==> config.mk <==
export PLATFORM = sky130hd
export DESIGN_NAME = task_sched
export DESIGN_NICKNAME = d
export VERILOG_FILES = /design/src/rtl/task_sched_pkg.sv /design/src/rtl/ts_prio_pick.sv /design/src/rtl/ts_switch_ctl.sv /design/src/rtl/ts_own_decode.sv /design/src/rtl/task_sched.sv
export SDC_FILE = /design/constraint.sdc
export NUM_CORES = 1
export LEC_CHECK = 0
export BUFFER_PORTS_ARGS = -buffer_cell sky130_fd_sc_hd__buf_2
export CORE_MARGIN = 4
export CORE_UTILIZATION = 43
export CTS_CLUSTER_SIZE = 28
export DETAILED_ROUTE_END_ITERATION = 8
export PLACE_DENSITY = 0.73
export SETUP_SLACK_MARGIN = 0.2
export SLEW_MARGIN = 15
export SYNTH_ARGS = -nofsm -noshare
export SYNTH_HDL_FRONTEND = slang
export SYNTH_SLANG_ARGS = --single-unit
==> constraint.sdc <==
create_clock -name clk -period 1.65 [get_ports clk]
set_input_delay 0.0825 -clock clk [delete_from_list [all_inputs] [get_ports clk]]
set_output_delay 0.0825 -clock clk [all_outputs]
set_load 0.03 [all_outputs]
==> src/rtl/task_sched_pkg.sv <==
package task_sched_pkg;
  localparam int unsigned DEF_TASKS = 8;

  // Active-low one-hot image of a task index
  function automatic logic [31:0] low_hot(input int unsigned idx);
    logic [31:0] v;
    v = '1;
    v[idx] = 1'b0;
    return v;
  endfunction
endpackage

==> src/rtl/ts_prio_pick.sv <==
module ts_prio_pick #(
  parameter int unsigned NUM_TASKS = 8,
  localparam int unsigned TASK_W = $clog2(NUM_TASKS)
) (
  input  logic [NUM_TASKS-1:0] wake_n,
  output logic [TASK_W-1:0]    winner
);
  logic [NUM_TASKS-1:0] req;
  logic [NUM_TASKS-1:0] above;
  logic [NUM_TASKS-1:0] sel;

  // background task always requests
  assign req = {~wake_n[NUM_TASKS-1:1], 1'b1};

  assign above[NUM_TASKS-1] = 1'b0;
  generate
    for (genvar g = NUM_TASKS - 2; g >= 0; g--) begin : g_above
      assign above[g] = above[g+1] | req[g+1];
    end
    for (genvar g = 0; g < NUM_TASKS; g++) begin : g_sel
      assign sel[g] = req[g] & ~above[g];
    end
  endgenerate

  always_comb begin
    winner = '0;
    for (int i = 0; i < NUM_TASKS; i++)
      if (sel[i]) winner = winner | TASK_W'(i);
  end
endmodule

==> src/rtl/ts_switch_ctl.sv <==
module ts_switch_ctl #(
  parameter int unsigned NUM_TASKS = 8,
  localparam int unsigned TASK_W = $clog2(NUM_TASKS)
) (
  input  logic              clk,
  input  logic              rst,
  input  logic              yield,
  input  logic [TASK_W-1:0] winner,
  output logic [TASK_W-1:0] cur_q,
  output logic [TASK_W-1:0] cur_d
);
  logic              pend_q;
  logic [TASK_W-1:0] tgt_q;
  logic              arm;

  assign arm   = yield && !pend_q && (winner != cur_q);
  assign cur_d = pend_q ? tgt_q : cur_q;

  always_ff @(posedge clk) begin
    if (rst) begin
      pend_q <= 1'b0;
      tgt_q  <= '0;
      cur_q  <= '0;
    end else begin
      cur_q  <= cur_d;
      pend_q <= arm;
      if (arm) tgt_q <= winner;
    end
  end


  no_preempt_chk: assert property (@(posedge clk) disable iff (rst)
    !pend_q |=> $stable(cur_q));

  single_hold_chk: assert property (@(posedge clk) disable iff (rst)
    pend_q |=> !pend_q);

  real_switch_chk: assert property (@(posedge clk) disable iff (rst)
    pend_q |-> (tgt_q != cur_q));

  target_keep_chk: assert property (@(posedge clk) disable iff (rst)
    pend_q |=> (cur_q == $past(tgt_q)));
endmodule

==> src/rtl/ts_own_decode.sv <==
module ts_own_decode #(
  parameter int unsigned NUM_TASKS = 8,
  localparam int unsigned TASK_W = $clog2(NUM_TASKS)
) (
  input  logic                 clk,
  input  logic                 rst,
  input  logic [TASK_W-1:0]    cur_d,
  output logic [NUM_TASKS-1:0] own_n_q
);
  import task_sched_pkg::*;

  logic [NUM_TASKS-1:0] own_n_d;

  generate
    for (genvar g = 0; g < NUM_TASKS; g++) begin : g_dec
      assign own_n_d[g] = (cur_d != TASK_W'(g));
    end
  endgenerate

  always_ff @(posedge clk) begin
    if (rst) own_n_q <= NUM_TASKS'(low_hot(0));
    else     own_n_q <= own_n_d;
  end


  one_owner_chk: assert property (@(posedge clk) disable iff (rst)
    $countones(~own_n_q) == 1);
endmodule

==> src/rtl/task_sched.sv <==
module task_sched #(
  parameter int unsigned NUM_TASKS = task_sched_pkg::DEF_TASKS,
  localparam int unsigned TASK_W = $clog2(NUM_TASKS)
) (
  input  logic                 clk,
  input  logic                 rst,
  input  logic [NUM_TASKS-1:0] wake_n_i,
  input  logic                 yield_i,
  output logic [NUM_TASKS-1:0] own_n_o,
  output logic [TASK_W-1:0]    cur_task_o
);
  logic [TASK_W-1:0] winner;
  logic [TASK_W-1:0] cur_q;
  logic [TASK_W-1:0] cur_d;

  ts_prio_pick #(.NUM_TASKS(NUM_TASKS)) u_pick (
    .wake_n (wake_n_i),
    .winner (winner)
  );

  ts_switch_ctl #(.NUM_TASKS(NUM_TASKS)) u_ctl (
    .clk    (clk),
    .rst    (rst),
    .yield  (yield_i),
    .winner (winner),
    .cur_q  (cur_q),
    .cur_d  (cur_d)
  );

  ts_own_decode #(.NUM_TASKS(NUM_TASKS)) u_dec (
    .clk     (clk),
    .rst     (rst),
    .cur_d   (cur_d),
    .own_n_q (own_n_o)
  );

  assign cur_task_o = cur_q;


  owner_match_chk: assert property (@(posedge clk) disable iff (rst)
    own_n_o[cur_task_o] == 1'b0);
endmodule

==> out/summary.txt <==
Status: complete, but fails checks
Failing checks: setup timing
Startpoint Class: flip-flop
Tcrit/Tclk final: 103.6%
Bufs on Longest Clock Path: 2
Critical path type: flip-flop to flip-flop
Post-synth top area share: 43.56%
Compound-cell area share of the yosys netlist: 12.70%
DR vias/cell: 5.265
Final setup fails: 2
Clock Skew: 0.002079 ns
WHS: 0.1010 ns
CTS root buffer: clkbuf_4
HPWL after DPL: 1096 um
Global-route wire length before repair: 2076 um
Clock period minus worst slack: 1.709 ns
MaxCap Viol Count: 0
Total track usage: 13.20%
Yosys warns: 0
Post-synth net total: 83
Latest clock arrival within the worst-skew pair: 0.27 ns
Post-Synthesis Cell Area: 689.4 um^2
Largest net degree at the start of global routing: 13
TritonCTS Sinks: 15
ANT nets after route: 0
Share of cells above drive strength 1: 39.60%
Post-Route WL: 1374 um
Syn avg cell area: 9.575 um^2
Register area share after synthesis: 43.56%
Area leader, netlist: dfxtp_1
Rel. slew slack: 59.58%
Pre-antenna DRT Iters: 4
Post-DP Area: 842.1 um^2
Row count: 14
Critical path peak fanout: 3
Final Max Tran Viols: 0
Die Y: 48.04 um
Adder-cell share of the synthesized area: 0%
Fmax: 585.0 MHz
Remaining DRCs: 0
Initial core utilization: 45.76%
Vias in the first global route: 473
Clock slew seen by the registers of the worst setup and hold paths: 0.08 ns
Setup ws final: -0.05929 ns
Critical Path RT: 1.81 ns
Initial drt markers: 15
Htree depth: 1
Final hold vios: 0
Mux cell area share after synthesis: 9.256%
GR Overflow Total: 0
DP Worst Slack: -0.06004 ns
RSZ-0062 raised after global routing: true
Simple-Gate Fraction of Synth Area: 31.03%
Final Non-Filler Cells: 117
Leak Pwr: 0.3868 nW
Core area: 1506 um^2
CTS tree: yes
Design area: 898.4 um^2
Worst EP arrival: 1.87 ns
Setup TNS: -0.1056 ns
Final #Nets: 113
Vias post-DR: 616
ANT cells: 0
Unique masters post-synth: 33
Layout Area Growth over Synthesis: 30.31%
Commonest cells after routing, fill and taps aside: 20 x buf_2, 13 x dfxtp_1, 6 x nor2_1, 6 x buf_4, 5 x nand2_1
Synth top area cells: dfxtp_1 44%, mux2_1 4.9%, mux2i_1 4.4%
Tot Pwr: 0.7723 mW
Least-Margin Pin Slew: 0.6007 ns
Final Core Density: 59.63%
Synthesized flop and latch total: 15
Pwr per Cell Area: 859.7 nW/um^2
I/O Buffers: 20
Die Span X: 48.04 um
Peak supply drop: 0.0006120 V
Largest family of logic cells by synthesized area: simple AND/OR/NAND/NOR gates
Cells after Synth: 72
Synth Area in XOR/XNOR: 0%
Hold_buf cts: 0
Crit end category: flip-flop
Placed insts: 111
Final GP Congestion: 0.7657
Antenna violations before repair: 0
Die ar.: 2308 um^2
CTS Buf Count: 3
Routed length per instance: 11.74 um
Most common cell after layout, fill and taps aside: buf_2
Hold Crit Class: input port to flip-flop
I/O pin count: 22
[final timing paths]
kind                                                  start                          end  slack, ns  depth (start not counted)
worst max-delay path              u_ctl.cur_q[1]$_SDFF_PP0_  u_ctl.tgt_q[1]$_SDFFE_PP0P_      -0.06                          5
worst min-delay path                                    rst  u_ctl.tgt_q[0]$_SDFFE_PP0P_       0.10                          2
worst max register to register    u_ctl.cur_q[1]$_SDFF_PP0_  u_ctl.tgt_q[1]$_SDFFE_PP0P_      -0.06                          5
worst min register to register  u_ctl.tgt_q[0]$_SDFFE_PP0P_  u_ctl.tgt_q[0]$_SDFFE_PP0P_       0.59                          2
[where the power goes]
part | total [mW] | switching, mW | internal (mW)
Sequential | 0.399 | 0.0142 | 0.385
Combinational | 0.177 | 0.0977 | 0.0797
Clock | 0.196 | 0.102 | 0.0937
Total | 0.772 | 0.214 | 0.559
[repair_timing]
item | 4_1_cts | 5_1_grt
pin swaps | 0 | 3
cloned | 0 | 0
buffers inserted | 0 | 2
resized for setup | 0 | 4
endpoints found under the setup margin | 2 | 4
[synthesized netlist by cell type (all sizes together)]
cell type  number
o21a            1
mux2i           3
nor4            1
a21o            1
a211oi          1
and4            1
nand3           3
and2            2
and4b           1
a221o           1
a31oi           1
nand2           6
nor3            3
o31a            1
nand2b          4
o32a            1
dfxtp          15
buf             2
and2b           2
nor2            6
a21oi           4
o21ai           2
nand4b          2
nand4           1
nor3b           1
or2             1
mux2            3
inv             2
[area by class of cell]
type,count,area (um^2)
Tap cell,16,20.02
Fill cell,121,608.1
Multi-Input combinational cell,53,382.9
Inverter,2,7.507
Timing Repair Buffer,27,156.4
Clock buffer,4,26.28
Sequential cell,15,305.3
[critical path: stages (launching register included)]
cell and delay, ns:
dfxtp_4 0.35, or2_1 0.23, o32a_1 0.30, and4b_4 0.22, nor3_4 0.15, mux2_1 0.35
[flip-flops by register name, summed over array words and instances (netlist names)]
| name | count |
|---|---|
| u_dec.own_n_q | 8 |
| u_ctl.cur_q | 3 |
| u_ctl.tgt_q | 3 |
| u_ctl.pend_q | 1 |
[layer usage]
| layer | global-route usage [%] | vias to the layer above | share of wire (%) |
|---|---|---|---|
| met2 | 19.79 | 19 | 46 |
| li1 | - | 319 | - |
| met1 | 17.45 | 276 | 46 |
| met4 | 1.613 | 0 | 0.58 |
| met5 | 0 | - | 0 |
| met3 | 6.767 | 2 | 7.0 |
[cells by family (layout without fill, tap and decap cells)]
group,after synthesis,after routing
buf+inv,4,33
simple gates,34,34
compound gates,13,13
flops,15,15
mux,6,6
No activity file was read; power rests on OpenSTA's default activity.
